`config.mk`:
```
export PLATFORM = sky130hd
export DESIGN_NAME = cfg_load_seq
export DESIGN_NICKNAME = d
export VERILOG_FILES = /design/src/rtl/cfg_load_seq.sv
export SDC_FILE = /design/constraint.sdc
export NUM_CORES = 1
export LEC_CHECK = 0
export CAP_MARGIN = 20
export CORE_MARGIN = 2
export CORE_UTILIZATION = 30
export DETAILED_ROUTE_END_ITERATION = 8
export PLACE_DENSITY_LB_ADDON = 0.12
export SETUP_SLACK_MARGIN = 0.2
export SLEW_MARGIN = 5
export SYNTH_ARGS = -nofsm -noshare
export SYNTH_HDL_FRONTEND = slang
export SYNTH_SLANG_ARGS = --single-unit
```
`constraint.sdc`:
```
create_clock -name clk -period 3.96 [get_ports clk]
set_input_delay 0.792 -clock clk [delete_from_list [all_inputs] [get_ports clk]]
set_output_delay 0.792 -clock clk [all_outputs]
set_load 0.02 [all_outputs]
```
`src/rtl/cfg_load_seq.sv`:
```
module cfg_load_seq #(
  parameter int CLEAR_CYCLES = 1024
) (
  input  logic clk,
  input  logic rst_n,
  input  logic prog_n,
  input  logic init_in,
  input  logic cfg_valid,
  input  logic cfg_bit,
  output logic init_low,
  output logic done,
  output logic user_release
);
  localparam logic [31:0] CLR_LAST = 32'(CLEAR_CYCLES - 1);
  localparam logic [15:0] POLY = 16'h8005;

  typedef enum logic [3:0] {S_CLR, S_WAIT, S_HDR, S_DATA, S_CRC, S_UP, S_REL, S_DONE, S_ERR} st_t;

  st_t         state;
  logic [31:0] cnt, len;
  logic [15:0] crc, rx;
  logic [1:0]  ph;

  wire [15:0] crc_nxt = {crc[14:0], 1'b0} ^ ({16{crc[15] ^ cfg_bit}} & POLY);
  wire [31:0] len_nxt = {len[30:0], cfg_bit};
  wire [15:0] rx_nxt  = {rx[14:0], cfg_bit};

  assign init_low     = (state == S_CLR) || (state == S_ERR);
  assign done         = (state == S_UP && ph == 2'd3) || state == S_REL || state == S_DONE;
  assign user_release = (state == S_REL);

  always_ff @(posedge clk or negedge rst_n) begin
    if (!rst_n) begin
      state <= S_CLR;
      cnt <= '0; len <= '0; crc <= '0; rx <= '0; ph <= '0;
    end else if (!prog_n) begin
      state <= S_CLR;
      cnt <= '0;
    end else begin
      unique case (state)
        S_CLR:
          if (cnt == CLR_LAST) begin state <= S_WAIT; cnt <= '0; end
          else cnt <= cnt + 32'd1;
        S_WAIT:
          if (init_in) begin state <= S_HDR; crc <= '0; cnt <= '0; end
        S_HDR:
          if (cfg_valid) begin
            len <= len_nxt;
            crc <= crc_nxt;
            if (cnt == 32'd31) begin
              cnt <= '0;
              state <= (len_nxt == '0) ? S_CRC : S_DATA;
            end else cnt <= cnt + 32'd1;
          end
        S_DATA:
          if (cfg_valid) begin
            crc <= crc_nxt;
            if (cnt == len - 32'd1) begin cnt <= '0; state <= S_CRC; end
            else cnt <= cnt + 32'd1;
          end
        S_CRC:
          if (cfg_valid) begin
            rx <= rx_nxt;
            if (cnt == 32'd15) begin
              cnt <= '0;
              ph <= '0;
              state <= (rx_nxt == crc) ? S_UP : S_ERR;
            end else cnt <= cnt + 32'd1;
          end
        S_UP: begin
          ph <= ph + 2'd1;
          if (ph == 2'd3) state <= S_REL;
        end
        S_REL:  state <= S_DONE;
        default: state <= state;
      endcase
    end
  end

  AST_RESET_STATE: assert property (@(posedge clk) !rst_n |-> init_low && !done && !user_release);
  AST_CLR_BOUND: assert property (@(posedge clk) disable iff (!rst_n) state == S_CLR |-> cnt <= CLR_LAST);
  AST_PROG_CLEARS: assert property (@(posedge clk) disable iff (!rst_n) !prog_n |=> init_low && !done);
  AST_WAIT_HOLD: assert property (@(posedge clk) disable iff (!rst_n) (state == S_WAIT && !init_in && prog_n) |=> state == S_WAIT);
  AST_DONE_CLEAN: assert property (@(posedge clk) disable iff (!rst_n) done |-> !init_low);
  AST_REL_AFTER_DONE: assert property (@(posedge clk) disable iff (!rst_n) user_release |-> $past(done) && !$past(user_release));
  AST_ERR_STICKY: assert property (@(posedge clk) disable iff (!rst_n) (state == S_ERR && prog_n) |=> state == S_ERR && !done);
endmodule

```
==> impl_metrics.csv <==
group,metric,value,unit
cells_and_area,syn_to_final_growth,14.9,%
power,combPwrFrac,0.043,
cells_and_area,fill_cells,2194,
power,p_sw_frac,0.251,
floorplan,pin_count,9,
synthesis,ys_top_cells_by_area,"dfrtp_1, mux2_2, xor2_1, nand2_1, a221o_1",
drt,ant_nets,0,
worst_setup_path,endpoint,"cnt[10]",
timing,rsz0062_at_grt,"no",
drt,post_drt_wl_per_cell,18.5,um
cells_and_area,register_area,0.00253,sq mm
grt,grt.overflow.total,0,
synthesis,async_reset_ff_frac,1.00,
power,power_per_cell_area,278,mW/mm^2
worst_setup_path,worst-path-max-fanout,12,
placement,routabilityCongestion,0.857,
grt,grt_pass1_wl,30.5,mm
floorplan,rows,54,
timing,setup_viol,0,
synthesis,synth_edf_count,0,
timing,worst_slew_pin_slew,0.880,ns
grt,gr-usage-all-layers,0.163,
worst_setup_path,critPathLaunch,"len[2]",
power,report.power.total,2.10,mW
synthesis,synthTopCellsByCount,"dfrtp_1, nand2_1, nor2_1",
timing,hold_viol_final,0,
floorplan,die_h,152,um
drt,viasPerCell,5.64,
floorplan,die_w,152,um
worst_setup_path,cp-end-kind,"flip-flop",
worst_setup_path,path_depth,11,
clocking,clkTransAtPathRegs,0.08,ns
floorplan,start_util,0.303,
timing,fin_crit,3.65,ns
power,clockPowerShare,0.462,
synthesis,synth_ff_type,"dfrtp_1",
synthesis,netlist_area,0.00658,sq mm
clocking,cts-root-buf,"clkbuf_16",
worst_setup_path,cp.arrival,3.89,ns
cells_and_area,fin_nets,748,
synthesis,synth_top_area_cell,"dfrtp_1",
floorplan,fp.dieArea,0.0231,sq mm
clocking,cts_buffer_depth,2,
grt,grt_pass1_vias,5441,
worst_setup_path,max_stage_delay,0.57,ns
run,drv_cap,0,
worst_setup_path,r2r-end,"cnt[10]",
worst_setup_path,critPathTopFamily,"simple AND/OR/NAND/NOR gates",
clocking,cts_tree,"yes",
power,ir_worst_vdd,0.192,mV
placement,dpl-instance-area,0.00700,sq mm
synthesis,yosysWarningCount,0,
power,p_switching,526,uW
timing,holdWs,0.400,ns
timing,skew,0.0153,ns
placement,io_buffers,8,
timing,min_period_over_period,0.922,
worst_setup_path,path_buf_inv,3,
power,p_leak,3.33,nW
grt,grt_max_degree,83,
cells_and_area,multi_input_area,0.00384,sq mm
drt,initialDrtViolationCount,492,
clocking,clock_sinks,101,
worst_setup_path,start_kind,"flip-flop",
timing,setup-tns-final,0,ns
clocking,h-tree-depth,3,
clocking,holdBufCountCts,0,
cells_and_area,fin_util,0.349,
worst_setup_path,cp_common_cell,"or4_4",
synthesis,synth_seq_cells,101,
synthesis,yosysMostFrequentCell,"dfrtp_1",
drt,wirelength,18.9,mm
placement,hpwl,13.3,mm
cells_and_area,antenna_cells,0,
worst_setup_path,critical_path_required,4.20,ns
cells_and_area,finalInstanceArea,0.00756,sq mm
timing,fmax,274,MHz
timing,slew_violations,0,
worst_setup_path,rrSetupSlack,0.31,ns
synthesis,yosysUniqueCellTypes,63,
drt,dr.pass1.iters,5,
outcome,outcome,"complete, no violations",
worst_setup_path,critPathKind,"reg -> reg",
synthesis,synth_nets,749,
synthesis,ys_seq_area_frac,0.384,
worst_setup_path,path_cells,"buf_6 -> or4_4 -> or4_1 -> and3_4 -> a2111o_1 -> or4_4 -> o21ai_4 -> buf_12 -> buf_16 -> a2111oi_0 -> a211o_1",
clocking,clk_latency,0.37,ns
worst_setup_path,reg2reg_from,"len[2]",
synthesis,synth_top_area_frac,0.384,
clocking,numCtsBuffers,9,
synthesis,synthCells,740,
timing,slew_headroom,0.412,
worst_setup_path,slowest_stage,"or4_4",
drt,via_count,5777,
synthesis,avgSynthCellArea,8.89,sq um
power,seqPwrFrac,0.495,
power,intPower,1.57,mW
worst_hold_path,min_path_type,"in -> async",
drt,drcViolationCount,0,
worst_setup_path,worst_r2r_path_depth,11,
cells_and_area,final_layout_size_suffix_gt1_frac,0.180,
floorplan,coreArea,0.0217,sq mm
grt,antenna_found_initial,0,
## power groups by stage
stage / registers (mW) / logic, mW / clock network (mW)
floorplan: 1.06 / 0.0386 / 0
global placement: 1.06 / 0.0844 / 0
detailed placement: 1.06 / 0.0850 / 0
CTS: 1.04 / 0.0890 / 0.997
global route: 1.04 / 0.101 / 1.05
finish: 1.04 / 0.0907 / 0.970
## worst reg2reg max path: cells and delay by family, from the launching register on
family / cells / cell delay [ns]
DFF: 1 / 0.42
and+or+nand+nor: 4 / 1.81
AOI/OAI and AO/OA: 4 / 0.87
buffers and inverters: 3 / 0.44
## logic make-up (layout without fill, tap and decap cells)
kind of cell               Yosys count  in the layout  share of synthesized area
adders and majority gates            3              3                    0.00571
buffers and inverters               77             80                     0.0462
AOI/OAI and AO/OA                  159            160                      0.173
xor gates and xnor gates            59             59                     0.0786
and+or+nand+nor                    293            293                      0.231
DFF                                101            101                      0.384
muxes                               48             48                     0.0820
## how the worst min path moves through the flow
stage	end	slack [ns]	cells past startpoint
finish	rx[13]	0.40	1
global route	rx[10]	0.43	1
CTS	ph[1]	0.52	1
detailed placement	ph[1]	0.50	1
global placement	ph[1]	0.50	1
floorplan	ph[1]	0.48	1
## cells in the final DEF, fill, tap and decap left out, drive strengths merged, types with 28 or more instances in the layout
cell type and count:
nor2 55, nand3 33, mux2 47, nand2 72
o21ai 34, xor2 33, dfrtp 101, buf 42
nor3 28, a21oi 33
## sequential cells by signal, indices dropped and copies added (netlist names)
register / flops
cnt: 32
len: 32
crc: 16
rx: 15
state: 4
ph: 2
## final cells by class
| class | count | area share |
|---|---|---|
| clock buffers | 9 | 0.0298 |
| clock inverters | 7 | 0.0118 |
| inverters | 14 | 0.00695 |
| multi-input cells | 563 | 0.508 |
| flip-flops and latches | 101 | 0.335 |
| well taps | 280 | 0.0463 |
| repair buffers | 50 | 0.0627 |
## metal layers
layer | up-vias | global-route usage | part of all wire | wire length (um)
li1 | 2749 | - | - | -
met1 | 2872 | 0.247 | 0.51 | 9590
met2 | 136 | 0.238 | 0.43 | 8210
met3 | 20 | 0.0265 | 0.041 | 771
met4 | 0 | 0.0507 | 0.018 | 350
met5 | - | 0 | 0 | 0
## metrics by stage
step                cells  setup slack (ns)
global route         1024             0.204
global placement      996            0.0319
CTS                  1015             0.203
finish               1024             0.310
floorplan             740             0.398
detailed placement    996           -0.0288
## what timing repair did
action | CTS | global route
pin swaps | 2 | 11
buffers inserted | 2 | 7
gates cloned | 1 | 1
endpoints found under the setup margin | 33 | 35
gates resized for setup | 11 | 12
hold endpoints to repair | 0 | 0
Note: power is estimated with default switching activity, not from simulation.
